`src/rtl/pwm_shadow_pkg.sv`:
```
package pwm_shadow_pkg;

    typedef enum logic [2:0] {
        SEL_MATCH,
        SEL_RELEASE,
        SEL_ENABLE,
        SEL_MODE,
        SEL_NONE
    } reg_sel_e;

    // Address map: 0..n_out compares, then release, enable, mode.
    function automatic reg_sel_e pwm_decode(input logic [7:0] addr, input int n_out);
        if (int'(addr) <= n_out)          return SEL_MATCH;
        else if (int'(addr) == n_out + 1) return SEL_RELEASE;
        else if (int'(addr) == n_out + 2) return SEL_ENABLE;
        else if (int'(addr) == n_out + 3) return SEL_MODE;
        else                              return SEL_NONE;
    endfunction

endpackage

```
`src/rtl/pwm_match_bank.sv`:
```
module pwm_match_bank
    import pwm_shadow_pkg::*;
#(
    parameter int CNT_W   = 16,
    parameter int N_MATCH = 7,
    parameter int AW      = 4
) (
    input  logic                              clk,
    input  logic                              rst_n,
    input  logic                              restart_i,
    input  logic                              wr_en_i,
    input  logic [AW-1:0]                     wr_addr_i,
    input  logic [CNT_W-1:0]                  wr_data_i,
    output logic [N_MATCH-1:0][CNT_W-1:0]     eff_o,
    output logic [N_MATCH-1:0][CNT_W-1:0]     act_o,
    output logic [N_MATCH-1:0]                rel_o
);

    typedef struct packed {
        logic [N_MATCH-1:0][CNT_W-1:0] shadow;
        logic [N_MATCH-1:0][CNT_W-1:0] active;
        logic [N_MATCH-1:0]            release_m;
    } bank_t;

    bank_t    st_d, st_q;
    reg_sel_e sel;

    always_comb begin
        sel  = pwm_decode(8'(wr_addr_i), N_MATCH - 1);
        st_d = st_q;
        for (int m = 0; m < N_MATCH; m++) begin
            // Value in force this cycle: a released shadow replaces the active copy at period start
            eff_o[m] = (restart_i && st_q.release_m[m]) ? st_q.shadow[m] : st_q.active[m];
            if (restart_i && st_q.release_m[m])
                st_d.active[m] = st_q.shadow[m];
        end
        if (restart_i)
            st_d.release_m = '0;
        if (wr_en_i && sel == SEL_RELEASE)
            st_d.release_m = st_d.release_m | wr_data_i[N_MATCH-1:0];
        for (int m = 0; m < N_MATCH; m++) begin
            if (wr_en_i && sel == SEL_MATCH && wr_addr_i == AW'(m))
                st_d.shadow[m] = wr_data_i;
        end
    end

    always_ff @(posedge clk or negedge rst_n) begin
        if (!rst_n) st_q <= '0;
        else        st_q <= st_d;
    end

    assign act_o = st_q.active;
    assign rel_o = st_q.release_m;

endmodule

```
`src/rtl/pwm_ctrl_regs.sv`:
```
module pwm_ctrl_regs
    import pwm_shadow_pkg::*;
#(
    parameter int N_OUT = 6,
    parameter int AW    = 4
) (
    input  logic             clk,
    input  logic             rst_n,
    input  logic             wr_en_i,
    input  logic [AW-1:0]    wr_addr_i,
    input  logic [N_OUT-1:0] wr_data_i,
    output logic [N_OUT-1:0] en_o,
    output logic [N_OUT-1:0] dbl_o
);

    typedef struct packed {
        logic [N_OUT-1:0] en;
        logic [N_OUT-1:0] dbl;
    } ctrl_t;

    ctrl_t    st_d, st_q;
    reg_sel_e sel;

    always_comb begin
        sel  = pwm_decode(8'(wr_addr_i), N_OUT);
        st_d = st_q;
        if (wr_en_i && sel == SEL_ENABLE) st_d.en  = wr_data_i;
        if (wr_en_i && sel == SEL_MODE)   st_d.dbl = wr_data_i;
    end

    always_ff @(posedge clk or negedge rst_n) begin
        if (!rst_n) st_q <= '0;
        else        st_q <= st_d;
    end

    assign en_o  = st_q.en;
    assign dbl_o = st_q.dbl;

endmodule

```
`src/rtl/pwm_edge_unit.sv`:
```
module pwm_edge_unit #(
    parameter int CNT_W = 16
) (
    input  logic             clk,
    input  logic             rst_n,
    input  logic [CNT_W-1:0] cnt_i,
    input  logic             restart_i,
    input  logic             en_i,
    input  logic             dbl_i,
    input  logic [CNT_W-1:0] set_match_i,
    input  logic [CNT_W-1:0] clr_match_i,
    output logic             pwm_o
);

    typedef struct packed {
        logic level;
    } edge_t;

    edge_t st_d, st_q;
    logic  set_hit, clr_hit;

    always_comb begin
        set_hit = dbl_i ? (cnt_i == set_match_i) : restart_i;
        clr_hit = (cnt_i == clr_match_i);
        st_d    = st_q;
        if (!en_i)        st_d.level = 1'b0;
        else if (clr_hit) st_d.level = 1'b0;   // clear beats set
        else if (set_hit) st_d.level = 1'b1;
    end

    always_ff @(posedge clk or negedge rst_n) begin
        if (!rst_n) st_q <= '0;
        else        st_q <= st_d;
    end

    assign pwm_o = st_q.level;

endmodule

```
`src/rtl/pwm_shadow_gen.sv`:
```
module pwm_shadow_gen #(
    parameter int CNT_W   = 16,
    parameter int N_OUT   = 6,
    localparam int N_MATCH = N_OUT + 1,
    localparam int AW      = $clog2(N_OUT + 4)
) (
    input  logic             clk,
    input  logic             rst_n,
    input  logic [CNT_W-1:0] cnt_i,
    input  logic             restart_i,
    input  logic             wr_en_i,
    input  logic [AW-1:0]    wr_addr_i,
    input  logic [CNT_W-1:0] wr_data_i,
    output logic [N_OUT-1:0] pwm_o,
    output logic             period_hit_o
);

    logic [N_MATCH-1:0][CNT_W-1:0] eff_w;
    logic [N_MATCH-1:0][CNT_W-1:0] act_w;
    logic [N_MATCH-1:0]            rel_w;
    logic [N_OUT-1:0]              en_w;
    logic [N_OUT-1:0]              mode_w;

    pwm_match_bank #(.CNT_W(CNT_W), .N_MATCH(N_MATCH), .AW(AW)) u_bank (
        .clk       (clk),
        .rst_n     (rst_n),
        .restart_i (restart_i),
        .wr_en_i   (wr_en_i),
        .wr_addr_i (wr_addr_i),
        .wr_data_i (wr_data_i),
        .eff_o     (eff_w),
        .act_o     (act_w),
        .rel_o     (rel_w)
    );

    pwm_ctrl_regs #(.N_OUT(N_OUT), .AW(AW)) u_ctrl (
        .clk       (clk),
        .rst_n     (rst_n),
        .wr_en_i   (wr_en_i),
        .wr_addr_i (wr_addr_i),
        .wr_data_i (wr_data_i[N_OUT-1:0]),
        .en_o      (en_w),
        .dbl_o     (mode_w)
    );

    for (genvar g = 0; g < N_OUT; g++) begin : g_out
        // Output 1 has no lower compare of its own and stays single-edge
        logic dbl_sel;
        if (g == 0) begin : g_first
            assign dbl_sel = 1'b0;
        end else begin : g_rest
            assign dbl_sel = mode_w[g];
        end

        pwm_edge_unit #(.CNT_W(CNT_W)) u_edge (
            .clk         (clk),
            .rst_n       (rst_n),
            .cnt_i       (cnt_i),
            .restart_i   (restart_i),
            .en_i        (en_w[g]),
            .dbl_i       (dbl_sel),
            .set_match_i (eff_w[g]),
            .clr_match_i (eff_w[g+1]),
            .pwm_o       (pwm_o[g])
        );
    end

    assign period_hit_o = (cnt_i == eff_w[0]);

endmodule

```
`config.mk`:
```
export PLATFORM = sky130hd
export DESIGN_NAME = pwm_shadow_gen
export DESIGN_NICKNAME = d
export VERILOG_FILES = /design/src/rtl/pwm_shadow_pkg.sv /design/src/rtl/pwm_match_bank.sv /design/src/rtl/pwm_ctrl_regs.sv /design/src/rtl/pwm_edge_unit.sv /design/src/rtl/pwm_shadow_gen.sv
export SDC_FILE = /design/constraint.sdc
export NUM_CORES = 1
export LEC_CHECK = 0
export BUFFER_PORTS_ARGS = -buffer_cell sky130_fd_sc_hd__buf_2
export CAP_MARGIN = 20
export CELL_PAD_IN_SITES_DETAIL_PLACEMENT = 1
export CELL_PAD_IN_SITES_GLOBAL_PLACEMENT = 2
export CORE_UTILIZATION = 40
export CTS_CLUSTER_DIAMETER = 30
export CTS_CLUSTER_SIZE = 20
export DETAILED_ROUTE_END_ITERATION = 7
export GPL_TIMING_DRIVEN = 0
export PLACE_DENSITY_LB_ADDON = 0.1
export SYNTH_ARGS = -nofsm -noshare
export SYNTH_HDL_FRONTEND = slang
export SYNTH_HIERARCHICAL = 1
export SYNTH_SLANG_ARGS = --single-unit
```
`constraint.sdc`:
```
create_clock -name clk -period 2.55 [get_ports clk]
set_input_delay 0.1275 -clock clk [delete_from_list [all_inputs] [get_ports clk]]
set_output_delay 0.1275 -clock clk [all_outputs]
set_load 0.01 [all_outputs]
```
-- Word level (Yosys, flattened, before mapping)
Index checks and enable logic that the tools add are counted.
- $lt $le $gt $ge: 1
- eq/ne operators: 25
- multiplexer cells: 36
- bitwise logic cells: 1
- reduce and logical (&&, ||, !) cells: 20
- operator list (operator ; number):
    equality test 16 bit ; 7
    two-way mux 16 bit ; 7
    two-way mux 1 bit ; 23
    logical AND 1 bit ; 18
    != test 3 x 1 -> 1 bit, second input constant ; 5
    two-way mux 7 bit ; 2
    equality test 4 x 3 -> 1 bit, second input constant ; 3
    equality test 4 bit, second input constant ; 3
    two-way mux 3 bit ; 4
    equality test 4 x 2 -> 1 bit, second input constant ; 2
    OR 7 bit ; 1
    equality test 3 x 2 -> 1 bit, second input constant ; 2
    equality test 4 x 1 -> 1 bit, second input constant ; 1
    less-or-equal comparator 4 x 3 -> 1 bit, second input constant ; 1
    zero test 4 bit ; 1
    equality test 3 x 1 -> 1 bit, second input constant ; 1
    zero test 3 bit ; 1
    != test 3 x 2 -> 1 bit, second input constant ; 1
- register bits after elaboration: 249
- output and inout port bits: 7
- logic and storage cells: 106

-- Depth between registers and ports, before layout
- word-level depth: 8
- mapped depth: 10

-- By module
The synthesis kept the hierarchy.
- by module, submodules not included (module ; times used ; cells each ; area an instance (um^2) ; sequential area each (um^2)):
    pwm_match_bank ; 1 ; 730 ; 10378.7 ; 5780.5
    pwm_edge_unit ; 6 ; 47 ; 387.9 ; 25.0
    pwm_ctrl_regs ; 1 ; 28 ; 508.0 ; 300.3
    pwm_shadow_gen ; 1 ; 22 ; 181.4 ; 0.0

-- Worst setup path before layout
Ideal clock, no wire load.
- path kind: flip-flop to flip-flop
- start: register u_bank.st_q (netlist bit u_bank/rel_o[1])
- end: register g_out[1].u_edge.st_q
- library setup time: 0.077 ns
- data arrival time: 2.007 ns
- data required time: 2.473 ns
- slack: 0.465 ns
- stages on the path, launching flop included: 10
- path buffers: 2
- period minus slack after synthesis: 2.085 ns
- path through: dfrtp_1 nand2_1 buf_2 mux2_2 buf_4 xnor2_1 nand4_1 nor4_1 nand3_1 a21oi_1
- RTL lines (element ; line ; text):
    start, declared ; pwm_match_bank.sv:25 ; bank_t st_d, st_q;
    start signal, assigned ; pwm_match_bank.sv:49 ; else st_q <= st_d;
    end signal, assigned ; pwm_edge_unit.sv:33 ; else st_q <= st_d;
    end, declared ; pwm_edge_unit.sv:19 ; edge_t st_d, st_q;

==> flow_metrics.env <==
export IMPL_status="complete, no violations"
export IMPL_startpoint_type="flip-flop"
export IMPL_p_total_mw=17.09
export IMPL_fillers=3006
export IMPL_firstDrtPassIters=4
export IMPL_cp_top_family="simple AND/OR/NAND/NOR gates"
export IMPL_via_per_inst=4.879
export IMPL_crit_cells=7
export IMPL_drive_above_1_share=0.4996
export IMPL_p_per_area_nw_per_um2=1069
export IMPL_wl_per_cell_um=21.24
export IMPL_start_util=0.4074
export IMPL_crit_chain="nand2_4 > buf_6 > mux2_4 > xnor2_2 > nand4_1 > nor4_2 > buf_2"
export IMPL_globalplace_congestion=0.7662
export IMPL_synth_cells=941
export IMPL_port_buffers=46
export IMPL_arrival_ns=2.38
export IMPL_numCtsBuffers=70
export IMPL_dpl_hpwl_um=21990
export IMPL_cts_root_buf="clkbuf_16"
export IMPL_cp_data_required_time_ns=2.42
export IMPL_multi_input_area_um2=5512
export IMPL_endpoint_kind="output port"
export IMPL_cts_max_path_buffers=3
export IMPL_die_h_um=178.5
export IMPL_cp_slowest_cell="dfrtp_1"
export IMPL_antenna_found_initial=1
export IMPL_regArea_um2=6206
export IMPL_clk_transition_reported_paths_ns=0.04
export IMPL_rsz0062_at_grt="yes"
export IMPL_grt_start_max_net_pins=92
export IMPL_max_slew_margin_rel=0.4431
export IMPL_leakage_nw=7.136
export IMPL_drt_wl_total_um=32140
export IMPL_first_iter_violations=245
export IMPL_core_area_um2=30590
export IMPL_cap_violations=0
export IMPL_htree_levels=3
export IMPL_utilization=0.5224
export IMPL_fin_crit_ns=2.509
export IMPL_row_count=64
export IMPL_hold_path_class="in -> reg"
export IMPL_mappedNetlistArea_um2=12460
export IMPL_worstSkewPairLatency_ns=0.54
export IMPL_hold_violations=0
export IMPL_worstMarginPinSlew_ns=0.8308
export IMPL_min_period_over_period=0.9838
export IMPL_crit_type="reg -> out"
export IMPL_antennaDiodeCount=0
export IMPL_avgSynthCellArea_um2=13.24
export IMPL_io_pins=47
export IMPL_final_nets=1101
export IMPL_whs_path_depth=2
export IMPL_grt_overflow_total=0
export IMPL_cp_num_buf_inv=2
export IMPL_drc_errors=0
export IMPL_die_width_um=178.5
export IMPL_track_usage=0.2157
export IMPL_grt_pass1_vias=8177
export IMPL_skew_ns=0.01882
export IMPL_syn2layout_area_growth_pct=28.22
export IMPL_final_antenna_net_count=0
export IMPL_fmax_ghz=0.3986
export IMPL_r2r_cells=8
export IMPL_vias=7382
export IMPL_die_area_um2=31860
export IMPL_tns_ns=0
export IMPL_ys_warn_count=6
export IMPL_drv_slew=0
export IMPL_clkSinkCount=248
export IMPL_setup_viol=0
export IMPL_cpPeakStageDelay_ns=0.40
export IMPL_max_vdd_ir_drop_uv=608.7
export IMPL_cts_tree="done"
export IMPL_grt_pass1_wl_um=50310
export IMPL_cp_max_fo=4
layout make-up:
type | count | share of cell area
plain buffers | 115 | 0.05622
clock buffers | 98 | 0.1257
clock inverters | 30 | 0.02459
inverters | 7 | 0.001644
multi-input cells | 557 | 0.3449
flip-flops and latches | 248 | 0.3884
well taps | 396 | 0.03101
repair buffers | 62 | 0.02756
stage by stage:
step / instances / cell area (um^2) / setup slack (ns) / hold WS, ns
3_5_place_dp: 1386 / 13260 / -0.3750 / 0.1556
6_report: 1513 / 15980 / 0.04142 / 0.005908
5_1_grt: 1513 / 15980 / -0.07377 / 0.005438
4_1_cts: 1518 / 15930 / -0.06326 / 0.003855
3_3_place_gp: 1384 / 13190 / -3.379 / 0.4781
2_1_floorplan: 942 / 12470 / 0.4821 / -0.1681
state kept, by name (all words and copies together) (netlist names):
register	cells
g_out.u_edge/pwm_o	6
u_bank/act_o	112
u_ctrl/dbl_o	5
u_bank/st_q	112
u_ctrl/en_o	6
u_bank/rel_o	7
where the power goes:
part           leakage (nW)  internal [mW]  switching [mW]
logic                  2.78           1.83            1.43
clock network          1.17           6.24            2.44
registers              3.18           4.80           0.338
routing by layer:
layer / global-route usage / routed length, um / vias up / share of wire
met5: 0 / 0 / - / 0
met4: 0.06285 / 570 / 0 / 0.018
met3: 0.03900 / 1144 / 53 / 0.036
met2: 0.3214 / 14310 / 127 / 0.45
met1: 0.3171 / 16120 / 3772 / 0.50
li1: - / - / 3430 / -
cells in the final DEF (no fill, tap or decap), types with 13 or more instances in the layout:
cell type    n
buf_2       48
buf_4      109
clkbuf_1    14
clkbuf_16   71
clkbuf_8    13
clkinv_2    13
dfrtp_1    248
mux2_2     214
mux2_4      21
nand4_1     46
xnor2_1    191
xnor2_2     15
repair_timing:
| action | 4_1_cts | 5_1_grt |
|---|---|---|
| buffers inserted | 3 | 5 |
| hold endpoints to repair | 93 | 1 |
| setup endpoints to repair | 7 | 6 |
| cloned | 1 | 0 |
| pin swaps | 11 | 14 |
| gates resized for setup | 44 | 20 |
| hold buffers | 4 | 1 |
final timing paths:
kind | slack (ns) | endpoint | from
min in group asynchronous | 0.17 | u_bank/st_q[142] | rst_n
max in group asynchronous | 1.49 | u_bank/act_o[50] | rst_n
max | 0.04 | period_hit_o | u_bank/rel_o[0]
max reg2reg | 0.11 | g_out[4].u_edge/pwm_o | u_bank/rel_o[5]
min | 0.006 | u_bank/st_q[133] | wr_data_i[14]
min reg2reg | 0.49 | u_bank/act_o[92] | u_bank/act_o[92]
Note: power is estimated with default switching activity, not from simulation.
